==> config.mk <==
export PLATFORM = sky130hd
export DESIGN_NAME = useq_ctrl_seq
export DESIGN_NICKNAME = d
export VERILOG_FILES = /design/src/rtl/useq_pkg.sv /design/src/rtl/useq_rst_sync.sv /design/src/rtl/useq_ctrl_store.sv /design/src/rtl/useq_next_addr.sv /design/src/rtl/useq_ctrl_seq.sv
export SDC_FILE = /design/constraint.sdc
export NUM_CORES = 1
export LEC_CHECK = 0
export BUFFER_PORTS_ARGS = -buffer_cell sky130_fd_sc_hd__buf_2
export CAP_MARGIN = 20
export CORE_MARGIN = 1
export CORE_UTILIZATION = 30
export DETAILED_ROUTE_END_ITERATION = 7
export PLACE_DENSITY = 0.55
export SLEW_MARGIN = 40
export SYNTH_ARGS = -nofsm -noshare
export SYNTH_HDL_FRONTEND = slang
export SYNTH_SLANG_ARGS = --single-unit
==> constraint.sdc <==
create_clock -name clk_i -period 1.91 [get_ports clk_i]
set_input_delay 0.2865 -clock clk_i [delete_from_list [all_inputs] [get_ports clk_i]]
set_output_delay 0.2865 -clock clk_i [all_outputs]
set_load 0.01 [all_outputs]
==> src/rtl/useq_pkg.sv <==
package useq_pkg;

  localparam int unsigned ST_W   = 6;
  localparam int unsigned NUM_ST = 1 << ST_W;
  localparam int unsigned OP_W   = 5;
  localparam int unsigned CW_W   = 14;

  // bit of the next-address field that each condition may set
  localparam int unsigned MODE_BIT = 0;
  localparam int unsigned RDY_BIT  = 1;
  localparam int unsigned BR_BIT   = 2;

  localparam logic [ST_W-1:0] ST_FETCH  = 6'd18;
  localparam logic [ST_W-1:0] ST_FETCH2 = 6'd19;
  localparam logic [ST_W-1:0] ST_DECODE = 6'd32;
  localparam logic [ST_W-1:0] ST_MEMRD  = 6'd33;
  localparam logic [ST_W-1:0] ST_IRLD   = 6'd35;

  typedef enum logic [1:0] {
    CND_NONE   = 2'd0,
    CND_READY  = 2'd1,
    CND_BRANCH = 2'd2,
    CND_MODE   = 2'd3
  } cond_e;

  typedef struct packed {
    logic [ST_W-1:0] nxt;
    cond_e           cond;
    logic            disp;
    logic [CW_W-1:0] ctl;
  } uinst_t;

  function automatic uinst_t mk(input logic [ST_W-1:0] n, input cond_e c,
                                input logic d, input logic [CW_W-1:0] w);
    uinst_t u;
    u.nxt  = n;
    u.cond = c;
    u.disp = d;
    u.ctl  = w;
    return u;
  endfunction

  // control word bits: 0 mar, 1 mdr, 2 ir, 3 brflag, 4 reg, 5 cc, 6 pc,
  // 7 mem en, 8 write, 9 byte, [11:10] pc source, [13:12] alu op
  function automatic uinst_t ucode(input int unsigned s);
    uinst_t u;
    case (s)
      18, 19: u = mk(6'd33, CND_NONE,   1'b0, 14'h0041);
      33:     u = mk(6'd33, CND_READY,  1'b0, 14'h0082);
      35:     u = mk(6'd32, CND_NONE,   1'b0, 14'h0004);
      32:     u = mk(6'd0,  CND_NONE,   1'b1, 14'h0008);
      0:      u = mk(6'd18, CND_BRANCH, 1'b0, 14'h0000);
      22:     u = mk(6'd18, CND_NONE,   1'b0, 14'h0840);
      1:      u = mk(6'd18, CND_NONE,   1'b0, 14'h0030);
      5:      u = mk(6'd18, CND_NONE,   1'b0, 14'h1030);
      9:      u = mk(6'd18, CND_NONE,   1'b0, 14'h2030);
      13:     u = mk(6'd18, CND_NONE,   1'b0, 14'h3030);
      14:     u = mk(6'd18, CND_NONE,   1'b0, 14'h0030);
      12:     u = mk(6'd18, CND_NONE,   1'b0, 14'h0440);
      4:      u = mk(6'd20, CND_MODE,   1'b0, 14'h0000);
      20:     u = mk(6'd18, CND_NONE,   1'b0, 14'h0450);
      21:     u = mk(6'd18, CND_NONE,   1'b0, 14'h0850);
      15:     u = mk(6'd28, CND_NONE,   1'b0, 14'h0001);
      28:     u = mk(6'd28, CND_READY,  1'b0, 14'h0092);
      30:     u = mk(6'd18, CND_NONE,   1'b0, 14'h0440);
      2:      u = mk(6'd29, CND_NONE,   1'b0, 14'h0001);
      29:     u = mk(6'd29, CND_READY,  1'b0, 14'h0282);
      31:     u = mk(6'd18, CND_NONE,   1'b0, 14'h0230);
      6:      u = mk(6'd25, CND_NONE,   1'b0, 14'h0001);
      25:     u = mk(6'd25, CND_READY,  1'b0, 14'h0082);
      27:     u = mk(6'd18, CND_NONE,   1'b0, 14'h0030);
      7:      u = mk(6'd23, CND_NONE,   1'b0, 14'h0001);
      23:     u = mk(6'd16, CND_NONE,   1'b0, 14'h0002);
      16:     u = mk(6'd16, CND_READY,  1'b0, 14'h0180);
      3:      u = mk(6'd24, CND_NONE,   1'b0, 14'h0001);
      24:     u = mk(6'd17, CND_NONE,   1'b0, 14'h0202);
      17:     u = mk(6'd17, CND_READY,  1'b0, 14'h0380);
      8:      u = mk(6'd19, CND_NONE,   1'b0, 14'h0440);
      default: u = mk(ST_FETCH, CND_NONE, 1'b0, '0);
    endcase
    return u;
  endfunction

endpackage

==> src/rtl/useq_rst_sync.sv <==
module useq_rst_sync #(
  parameter int unsigned STAGES = 2
) (
  input  logic clk_i,
  input  logic rst_ni,
  output logic rst_sync_no
);
  logic [STAGES-1:0] sync_q;

  always_ff @(posedge clk_i or negedge rst_ni) begin
    if (!rst_ni) sync_q <= '0;
    else         sync_q <= {sync_q[STAGES-2:0], 1'b1};
  end

  assign rst_sync_no = sync_q[STAGES-1];

  initial begin
    assert (STAGES >= 2) else $error("synchronizer needs two stages");
  end
endmodule

==> src/rtl/useq_ctrl_store.sv <==
module useq_ctrl_store
  import useq_pkg::*;
#(
  parameter int unsigned DEPTH = NUM_ST
) (
  input  logic [ST_W-1:0] addr_i,
  output uinst_t          word_o
);
  uinst_t rom [DEPTH];

  for (genvar g = 0; g < DEPTH; g++) begin : g_rom
    assign rom[g] = ucode(g);
  end

  assign word_o = rom[addr_i];
endmodule

==> src/rtl/useq_next_addr.sv <==
module useq_next_addr
  import useq_pkg::*;
(
  input  logic [ST_W-1:0] nxt_fld_i,
  input  cond_e           cond_i,
  input  logic            disp_i,
  input  logic [OP_W-1:0] op_i,
  input  logic            br_en_i,
  input  logic            mem_rdy_i,
  output logic [ST_W-1:0] nxt_o
);
  logic [ST_W-1:0] mod_bits;

  always_comb begin
    mod_bits = '0;
    case (cond_i)
      CND_READY:  mod_bits[RDY_BIT]  = mem_rdy_i;
      CND_BRANCH: mod_bits[BR_BIT]   = br_en_i;
      CND_MODE:   mod_bits[MODE_BIT] = op_i[0];
      default:    mod_bits = '0;
    endcase
  end

  always_comb begin
    if (disp_i) nxt_o = ST_W'(op_i[OP_W-1:1]);
    else        nxt_o = nxt_fld_i | mod_bits;
  end
endmodule

==> src/rtl/useq_ctrl_seq.sv <==
module useq_ctrl_seq
  import useq_pkg::*;
#(
  parameter int unsigned SYNC_STAGES = 2
) (
  input  logic            clk_i,
  input  logic            rst_ni,
  input  logic [OP_W-1:0] ir_op_i,
  input  logic            br_en_i,
  input  logic            mem_rdy_i,
  output logic [ST_W-1:0] state_o,
  output logic [CW_W-1:0] ctrl_o
);
  logic            rst_sync_n;
  logic [ST_W-1:0] state_q;
  logic [ST_W-1:0] state_d;
  uinst_t          uword;

  useq_rst_sync #(.STAGES(SYNC_STAGES)) u_rst (
    .clk_i      (clk_i),
    .rst_ni     (rst_ni),
    .rst_sync_no(rst_sync_n)
  );

  useq_ctrl_store #(.DEPTH(NUM_ST)) u_store (
    .addr_i(state_q),
    .word_o(uword)
  );

  useq_next_addr u_next (
    .nxt_fld_i(uword.nxt),
    .cond_i   (uword.cond),
    .disp_i   (uword.disp),
    .op_i     (ir_op_i),
    .br_en_i  (br_en_i),
    .mem_rdy_i(mem_rdy_i),
    .nxt_o    (state_d)
  );

  always_ff @(posedge clk_i or negedge rst_sync_n) begin
    if (!rst_sync_n) state_q <= ST_FETCH;
    else             state_q <= state_d;
  end

  assign state_o = state_q;
  assign ctrl_o  = rst_sync_n ? uword.ctl : '0;

  // the first cycle after synchronized release sits in fetch
  p_release_fetch_r1: assert property (@(posedge clk_i) disable iff (!rst_ni)
    $rose(rst_sync_n) |-> state_q == ST_FETCH);


  p_irld_decode_r2: assert property (@(posedge clk_i) disable iff (!rst_sync_n)
    state_q == ST_IRLD |=> state_q == ST_DECODE);


  p_rd_hold_r3: assert property (@(posedge clk_i) disable iff (!rst_sync_n)
    (state_q == ST_MEMRD && !mem_rdy_i) |=> state_q == ST_MEMRD);
  p_rd_done_r3: assert property (@(posedge clk_i) disable iff (!rst_sync_n)
    (state_q == ST_MEMRD && mem_rdy_i) |=> state_q == ST_IRLD);


  p_dispatch_r4: assert property (@(posedge clk_i) disable iff (!rst_sync_n)
    state_q == ST_DECODE |=> state_q == ST_W'($past(ir_op_i[OP_W-1:1])));


  p_branch_r5: assert property (@(posedge clk_i) disable iff (!rst_sync_n)
    state_q == 6'd0 |=> state_q == ($past(br_en_i) ? 6'd22 : ST_FETCH));


  p_call_mode_r6: assert property (@(posedge clk_i) disable iff (!rst_sync_n)
    state_q == 6'd4 |=> state_q == ($past(ir_op_i[0]) ? 6'd21 : 6'd20));


  p_rti_end_r8: assert property (@(posedge clk_i) disable iff (!rst_sync_n)
    state_q == 6'd8 |=> state_q == ST_FETCH2);


  p_unused_r9: assert property (@(posedge clk_i) disable iff (!rst_sync_n)
    (state_q == 6'd10 || state_q == 6'd11) |=> state_q == ST_FETCH);


  p_fetch_word_r10: assert property (@(posedge clk_i) disable iff (!rst_sync_n)
    state_q == ST_FETCH |-> (ctrl_o[0] && ctrl_o[6] && !ctrl_o[7]));
endmodule

==> metrics.txt, run 1 <==
mapped cell area 938 um^2; Worst R2R End state_o[3]; Routability Congestion 0.984; Residual DRC 2; Tot GR Track Use 0.205; DIE HEIGHT slightly below 60 um; post-route worst setup slack -0.127 ns; crit path DAT 1.75 ns; Tcrit/Tclk final 1.07; worst-path maximum fanout 8; CTS tree yes; largest cells by area after synthesis dfrtp_1 (16%), a21oi_1 (8.5%), ha_1 (8.0%), nand2_1 (7.2%), nor2_1 (6.4%); Reg clk slew, reported paths approximately 0.060 ns; critical path startpoint category register; Finish-stage setup viols 6; Post-synth EDFFs 0; fmax about 0.49 GHz; Leakage between 0.7 and 0.8 nW; final-report hold violation count 0; Fillers approximately 260; Clock Skew 0.00327 ns; clock buffer depth 2; Avg WL per Cell approximately 16 um; share of synthesized registers carrying an async set or reset 1.00; Worst R2R Setup Slack around 0.13 ns; Mapped Cells between 100 and 150; Starting Density 0.329; post-DR vias/cell roughly 5.5; # diodes 0; Reg2Reg Launch Point state_o[1]; Synth Warn # 0; Post-Syn Nets 150; Seq cells post-synth 8; critical path type register to primary output; sequential cell area fraction in the yosys report 0.216; area leader, netlist dfrtp_1; Ports 29; Area Growth Syn to Fin 71.9%; vias in the first global route 1130; Placement Setup Slack 0.0204 ns; Final nets around 210; initial antenna violation count 0; Core Util, Final 0.565; crit path capture type primary output; Placeable Area between 2000 and 3000 um^2; peak supply drop ~760 uV; H-tree depth 1; Horiz. Die Dim 57.9 um; Routed Antenna Nets 0; total congestion overflow 0; Yosys top cell area share 0.160; relative slew slack 0.661; IO buf count 28; final wirelength between 3000 and 4000 um; pin slew with the least headroom to its limit 0.501 ns; violated checks design-rule violations, negative setup slack; detailed-route via count 1252; crit path to ctrl_o[7]; Max Cap Viol 0; ratio of cells with drive above 1 in the final layout 0.558; Netlist cell types between 40 and 50; insertion delay to the later sink of the worst-skew pair about 0.26 ns; Num CTS Buffers 3; Period minus WS final 2.04 ns; Power Density approximately 1700 nW/um^2; DRT Pass-1 Iters 8; RSZ-0062 raised after global routing true; DR iter-0 viols 45; largest net degree at the start of global routing 14; clock sink count 8; worst reg2reg path depth 7; Detail Placement HPWL 2410 um; Synth Area per Inst 6.95 um^2; CP Launch Point state_o[1]; worst min path class register to async pin; # rows 19; Top FF cell, synth dfrtp_1; CP required ~1.6 ns; die area between 3000 and 4000 um^2; CTS root buf clkbuf_4; outcome finished with violations; global-route wire length before repair 5260 um; final max-slew violation count 0
==> layer usage <==
layer	wire length [um]	GRT usage	vias to the layer above	part of all wire
li1	-	-	605	-
met1	1470	0.282	581	0.41
met2	1710	0.309	57	0.48
met3	298	0.0513	9	0.084
met4	70	0.0782	0	0.020
met5	0	0	-	0
==> cell families (layout without fill, tap and decap cells) <==
group | Yosys count | count (layout) | share of synthesized area
AO/OA/AOI/OAI | 39 | 39 | 0.259
adder cells (fa/ha/maj) | 6 | 6 | 0.0800
buffers and inverters | 15 | 77 | 0.0760
flip-flops | 8 | 8 | 0.216
multiplexers | 1 | 1 | 0.0107
other | 1 | 1 | 0.00400
AND/OR/NAND/NOR | 65 | 65 | 0.355
==> synth_stat cells, drive strengths merged, types with 2 or more instances <==
cell type   n
buf         5
nor4        3
and3        2
nand2      18
inv         6
nor3        4
nand2b      3
dfrtp       6
a21oi      16
or2         2
nor2b       5
o21ai       9
a21o        2
dfstp       2
clkbuf      4
nand3       4
a2111oi     2
nor2       16
ha          6
or3         2
==> area by class of cell <==
| cell class | count | area (um^2) | share of cell area |
|---|---|---|---|
| clock buffers | 3 | 22.5 | 0.0140 |
| repair buffers | 68 | 474 | 0.294 |
| well taps | 31 | 38.8 | 0.0240 |
| multi-input cells | 112 | 846 | 0.524 |
| flip-flops and latches | 8 | 204 | 0.126 |
| inverters | 6 | 27.5 | 0.0171 |
==> report_power, final <==
group          internal [mW]  total, mW  switching, mW
registers              0.248      0.341         0.0932
clock network         0.0725      0.138         0.0651
logic                   1.12       2.29           1.18
==> state kept, by name (all words and copies together), names as in the netlist <==
name          flops
state_o           6
u_rst.sync_q      2
==> worst min-delay path by stage <==
stage | from | slack, ns | depth (start not counted) | endpoint
6_report | u_rst.sync_q[1] | 0.20 | 1 | state_o[2]
5_1_grt | u_rst.sync_q[1] | 0.23 | 1 | state_o[3]
4_1_cts | u_rst.sync_q[1] | 0.20 | 1 | state_o[3]
3_5_place_dp | rst_ni | 0.08 | 1 | u_rst.sync_q[0]
3_3_place_gp | rst_ni | 0.08 | 1 | u_rst.sync_q[0]
2_1_floorplan | rst_ni | -0.009 | 0 | u_rst.sync_q[0]
==> timing repair <==
action	in CTS	in global routing
setup endpoints to repair	9	10
buffers inserted	6	16
endpoints found under the hold margin	2	0
pin swaps	2	8
resized for setup	21	31
hold buffers	1	0
==> cell usage in the layout (no fill, tap or decap), types with 4 or more instances in the layout <==
master / synthesis / final
buf_4: 1 / 33
nor2_1: 16 / 12
a21oi_2: 0 / 7
ha_4: 0 / 5
dfrtp_1: 6 / 5
nor2_2: 0 / 4
a21oi_1: 16 / 9
o21ai_1: 3 / 4
nand2_1: 18 / 15
buf_2: 3 / 27
buf_6: 1 / 5
==> worst max-delay path: stages (launching register included) <==
cell	delay [ns]
dfstp_2	0.58
buf_12	0.15
or2b_1	0.14
o21ai_2	0.07
a311o_1	0.28
and3_4	0.17
buf_6	0.11
==> metrics by stage <==
| step | hold WS [ns] | setup TNS, ns | instance area [um^2] | cells | power (mW) |
|---|---|---|---|---|---|
| finish | 0.197 | -0.351 | 1610 | 228 | 2.77 |
| global route | 0.234 | -0.843 | 1610 | 228 | 2.95 |
| CTS | 0.201 | -0.431 | 1380 | 212 | 2.27 |
| detailed placement | 0.0777 | 0 | 1220 | 202 | 1.84 |
| global placement | 0.0767 | 0 | 1220 | 202 | 1.85 |
| floorplan | -0.00909 | 0 | 946 | 135 | 1.29 |
(Power assumes the default switching activity.)
==> run 2, diff against run 1 <==
==> constraint.sdc (replaced) <==
create_clock -name clk_i -period 1.6 [get_ports clk_i]
set_input_delay 0.24 -clock clk_i [delete_from_list [all_inputs] [get_ports clk_i]]
set_output_delay 0.24 -clock clk_i [all_outputs]
set_load 0.01 [all_outputs]
==> metrics.txt, run 2 (same netlist as run 1, synthesis figures left out) <==
Starting Density 0.329; worst-path maximum fanout 4; CP required about 1.4 ns; Routability Congestion slightly above 0.9; Placed Cells 230; Cell Count, Final, Fillers Out 250; Placement Setup Slack -0.230 ns; crit path DAT around 1.8 ns; final wirelength about 4000 um; violated checks design-rule violations, negative setup slack; post-route worst setup slack -0.441 ns; worst min path class register to async pin; Largest register FFs 6; critical path startpoint category register; fmax approximately 0.49 GHz; Finished Cell Area ~1800 um^2; clock buffer depth 2; IO buf count 28; most common cell after layout, fill and taps aside buf_4; crit path capture type primary output; vias in the first global route 1300; Finish-stage setup viols 19; DRT Pass-1 Iters 6; Final nets 235; Power Density 2060 nW/um^2; Reg clk slew, reported paths about 0.060 ns; final-report hold violation count 0; clock sink count 8; Tcrit/Tclk final 1.28; Period minus WS final just over 2 ns; Tot Pwr between 3 and 4 mW; critical path type register to primary output; Num CTS Buffers 3; Detail Placement HPWL about 2800 um; largest net degree at the start of global routing 14; DR iter-0 viols 44; CTS root buf clkbuf_4; Horiz. Die Dim about 58 um; placed cell area roughly 1500 um^2; final max-slew violation count 0; # rows 19; DIE HEIGHT approximately 58 um; Residual DRC 2; CTS tree yes; Ports 29; Max Cap Viol 0; Tot GR Track Use 0.236; Routed Antenna Nets 0; RSZ-0062 raised after global routing true; Avg WL per Cell around 16 um; insertion delay to the later sink of the worst-skew pair 0.25 ns; # diodes 0; Core Util, Final 0.636; H-tree depth 1; post-DR vias/cell ~5.3; detailed-route via count between 1000 and 1500; outcome finished with violations; ratio of cells with drive above 1 in the final layout 0.607; Placeable Area 2850 um^2; peak supply drop about 930 uV; total congestion overflow 0; Area Growth Syn to Fin 93.2%; commonest cells after routing, fill and taps aside buf_4 (48), buf_2 (26), nand2_1 (16), buf_6 (14), nor2_1 (13); global-route wire length before repair around 6000 um; die area roughly 3400 um^2; initial antenna violation count 0; Leakage approximately 0.84 nW; Clock Skew between 0.003 and 0.004 ns
## run 2: layout make-up
class / count / area [um^2]
timing repair buffer: 89 / 658
sequential: 8 / 205
fill: 241 / 1040
tap: 31 / 38.8
inverter: 6 / 35.0
clock buffer: 4 / 26.3
multi-input combinational: 112 / 850
## run 2: stage by stage
step	hold slack (ns)	TNS, ns
2_1_floorplan	-0.0556	-0.427
3_3_place_gp	0.0258	-1.61
5_1_grt	0.206	-5.90
6_report	0.189	-4.85
4_1_cts	0.185	-4.12
3_5_place_dp	0.0303	-1.65
## run 2: critical path, cell delays in order, from the launching register on
cell and delay, ns:
dfstp_2 0.59, clkinv_4 0.10, ha_4 0.18, inv_4 0.06
o21ai_2 0.05, a311o_1 0.27, and3_4 0.18, buf_6 0.11
## run 2: repair_timing
action | CTS | global route
hold buffers | 1 | 0
setup endpoints to repair | 19 | 19
resized for setup | 41 | 18
pin swaps | 9 | 12
buffers inserted | 11 | 4
endpoints found under the hold margin | 2 | 0
## run 2: layer usage
metal  up-vias  routed length, um  track usage  share of wire
met4         0                 25       0.0544         0.0064
met5         -                  0            0              0
met2        50               2070        0.440           0.53
met1       631               1570        0.295           0.40
met3         4                256       0.0179          0.065
li1        642                  -            -              -
## run 2: worst paths after layout
kind | to | slack [ns] | from | cells past startpoint
worst max-delay path | ctrl_o[7] | -0.44 | state_o[1] | 7
worst min-delay path | state_o[5] | 0.19 | u_rst.sync_q[1] | 1
worst max register to register | state_o[3] | -0.21 | state_o[1] | 9
worst min register to register | state_o[5] | 0.19 | u_rst.sync_q[1] | 1
max in group asynchronous | state_o[1] | 1.19 | u_rst.sync_q[1] | 1
min in group clk_i | state_o[3] | 0.20 | ir_op_i[4] | 3
## run 2: report_power, final
part | internal (mW) | switching, mW | total [mW]
sequential | 0.298 | 0.122 | 0.420
clock | 0.0956 | 0.0717 | 0.167
combinational | 1.63 | 1.52 | 3.15
==> run 3, diff against run 2 <==
--- a/config.mk
+++ b/config.mk
@@ -10,7 +10,7 @@
 export CORE_MARGIN = 1
 export CORE_UTILIZATION = 30
 export DETAILED_ROUTE_END_ITERATION = 7
-export PLACE_DENSITY = 0.55
+export PLACE_DENSITY = 0.54
 export SLEW_MARGIN = 40
 export SYNTH_ARGS = -nofsm -noshare
 export SYNTH_HDL_FRONTEND = slang
==> constraint.sdc (replaced) <==
create_clock -name clk_i -period 2.5 [get_ports clk_i]
set_input_delay 0.375 -clock clk_i [delete_from_list [all_inputs] [get_ports clk_i]]
set_output_delay 0.375 -clock clk_i [all_outputs]
set_load 0.01 [all_outputs]
==> metrics.txt, run 3 (same netlist as run 1, synthesis figures left out) <==
IO buf count 28; Residual DRC 3; Clock Skew between 0.003 and 0.004 ns; Fillers around 320; commonest cells after routing, fill and taps aside buf_2 (28), nand2_1 (18), nor2_1 (16), a21oi_1 (16); Crit path max-delay family flip-flops; sequential cell area about 200 um^2; length of routed met2 wiring 1260 um; Final nets 180; Setup TNS 0 ns; worst-path maximum fanout 5; crit path DAT 1.99 ns; critical path depth 7; Largest register FFs 6; outcome finished with violations; Period minus WS final 2.36 ns; Finished Cell Area roughly 1100 um^2; CP required roughly 2.1 ns; fmax about 0.42 GHz; Avg WL per Cell 14.9 um; Worst R2R Setup Slack a little over 0.5 ns; critical path startpoint category register; placed cell area 1100 um^2; Tot GR Track Use 0.176; critical path type register to primary output; Cell Count, Final, Fillers Out 194; vias in the first global route approximately 950; WL met1 approximately 1300 um; die area approximately 3400 um^2; Horiz. Die Dim ~58 um; Reg2Reg Launch Point state_o[0]; Sequential Power Share 0.233; ratio of cells with drive above 1 in the final layout 0.258; global-route wire length before repair about 4600 um; clock share of power 0.077; slowest CP cell dfstp_2; Worst R2R End state_o[3]; Starting Density 0.329; top sig layer met4; clock buffer depth 2; insertion delay to the later sink of the worst-skew pair approximately 0.26 ns; clock sink count 8; worst min path class register to async pin; Gate power share 0.690; CP cell instances inv_1 > ha_1 > inv_1 > o21ai_1 > a311o_1 > and3_1 > buf_2; most common cell after layout, fill and taps aside buf_2; peak supply drop 527 uV; initial antenna violation count 0; DRT Pass-1 Iters 7; Routed Antenna Nets 0; final-report hold violation count 0; Power Density between 1000 and 1500 nW/um^2; H-tree depth 1; DIE HEIGHT approximately 58 um; relative slew slack 0.650; Ports 29; Area Growth Syn to Fin 21.5%; largest net degree at the start of global routing 27; violated checks design-rule violations; Placed Cells between 150 and 200; Routability Congestion 0.928; final max-slew violation count 0; met3 wire len about 280 um; Finish-stage setup viols 0; worst reg2reg path depth 7; Num CTS Buffers 3; Max Cap Viol 0; CP most frequent cell inv_1; Detail Placement HPWL 2130 um; pin slew with the least headroom to its limit around 0.51 ns; Buf/Inv on CP 3; critical path's largest stage delay 0.53 ns; Reg clk slew, reported paths approximately 0.060 ns; multi-input combinational cell area 664 um^2; final wirelength a little under 3000 um; Tcrit/Tclk final 0.945; net load switching power between 0.7 and 0.8 mW; CTS tree yes; total congestion overflow 0; Internal roughly 0.63 mW; DR iter-0 viols 44; RSZ-0062 raised after global routing false; switch share 0.543; Leakage between 0.5 and 0.6 nW; # diodes 0; Placeable Area 2850 um^2; crit path capture type primary output; detailed-route via count about 1100; Tot Pwr approximately 1.4 mW; post-DR vias/cell 5.75; CTS root buf clkbuf_4; # rows 19
==> run 3: cell count changes in the layout (fill, tap and decap cells not counted), sizes merged <==
cell,delta
buf,-55
clkbuf,-1
clkinv,-1
inv,+1
==> run 3: through the flow <==
stage | util | hold WS (ns) | setup WS [ns]
2_1_floorplan | - | 0.0794 | 0.443
3_3_place_gp | 0.385 | 0.153 | 0.382
3_5_place_dp | 0.385 | 0.157 | 0.336
4_1_cts | 0.396 | 0.158 | 0.0389
5_1_grt | 0.400 | 0.175 | 0.0484
6_report | 0.400 | 0.153 | 0.137
==> run 3: worst max path at each step <==
| stage | startpoint | to | slack (ns) |
|---|---|---|---|
| after global placement | state_o[1] | ctrl_o[7] | 0.38 |
| after detailed placement | state_o[1] | ctrl_o[7] | 0.34 |
| final | state_o[1] | ctrl_o[7] | 0.14 |
| after global routing | state_o[1] | ctrl_o[7] | 0.05 |
| after floorplan | state_o[1] | ctrl_o[7] | 0.44 |
| after CTS | state_o[1] | ctrl_o[7] | 0.04 |
==> run 3: area by class of cell <==
cell class                      instances  area share
Clock buffer                            3      0.0198
Sequential cell                         8       0.179
Tap cell                               31      0.0340
Inverter                                6      0.0198
Timing Repair Buffer                   34       0.165
Multi-Input combinational cell        112       0.583
==> run 3: power groups by stage <==
stage | Sequential (mW) | Combinational (mW) | Clock (mW)
floorplan | 0.263 | 0.713 | 0
global placement | 0.324 | 0.924 | 0
detailed placement | 0.327 | 0.909 | 0
CTS | 0.326 | 0.916 | 0.109
global route | 0.333 | 1.05 | 0.115
finish | 0.321 | 0.951 | 0.105
==> run 3: worst register-to-register path, delay by kind of cell, from the launching register on <==
kind	cells	cell delay (ns)
compound gates	2	0.59
flops	1	0.47
simple gates	3	0.38
fa+ha+maj	1	0.33
buf+inv	1	0.17
==> run 3: timing repair <==
| action | in CTS | in global routing |
|---|---|---|
| hold endpoints to repair | 2 | 0 |
| gates resized for setup | 0 | 1 |
| endpoints found under the setup margin | 0 | 1 |
| buffers inserted | 0 | 1 |
| hold buffers | 1 | 0 |
==> run 3: metal layers <==
metal	global-route usage	vias up
li1	-	536
met2	0.266	56
met4	0.0510	0
met3	0.0268	6
met5	0	-
met1	0.258	517
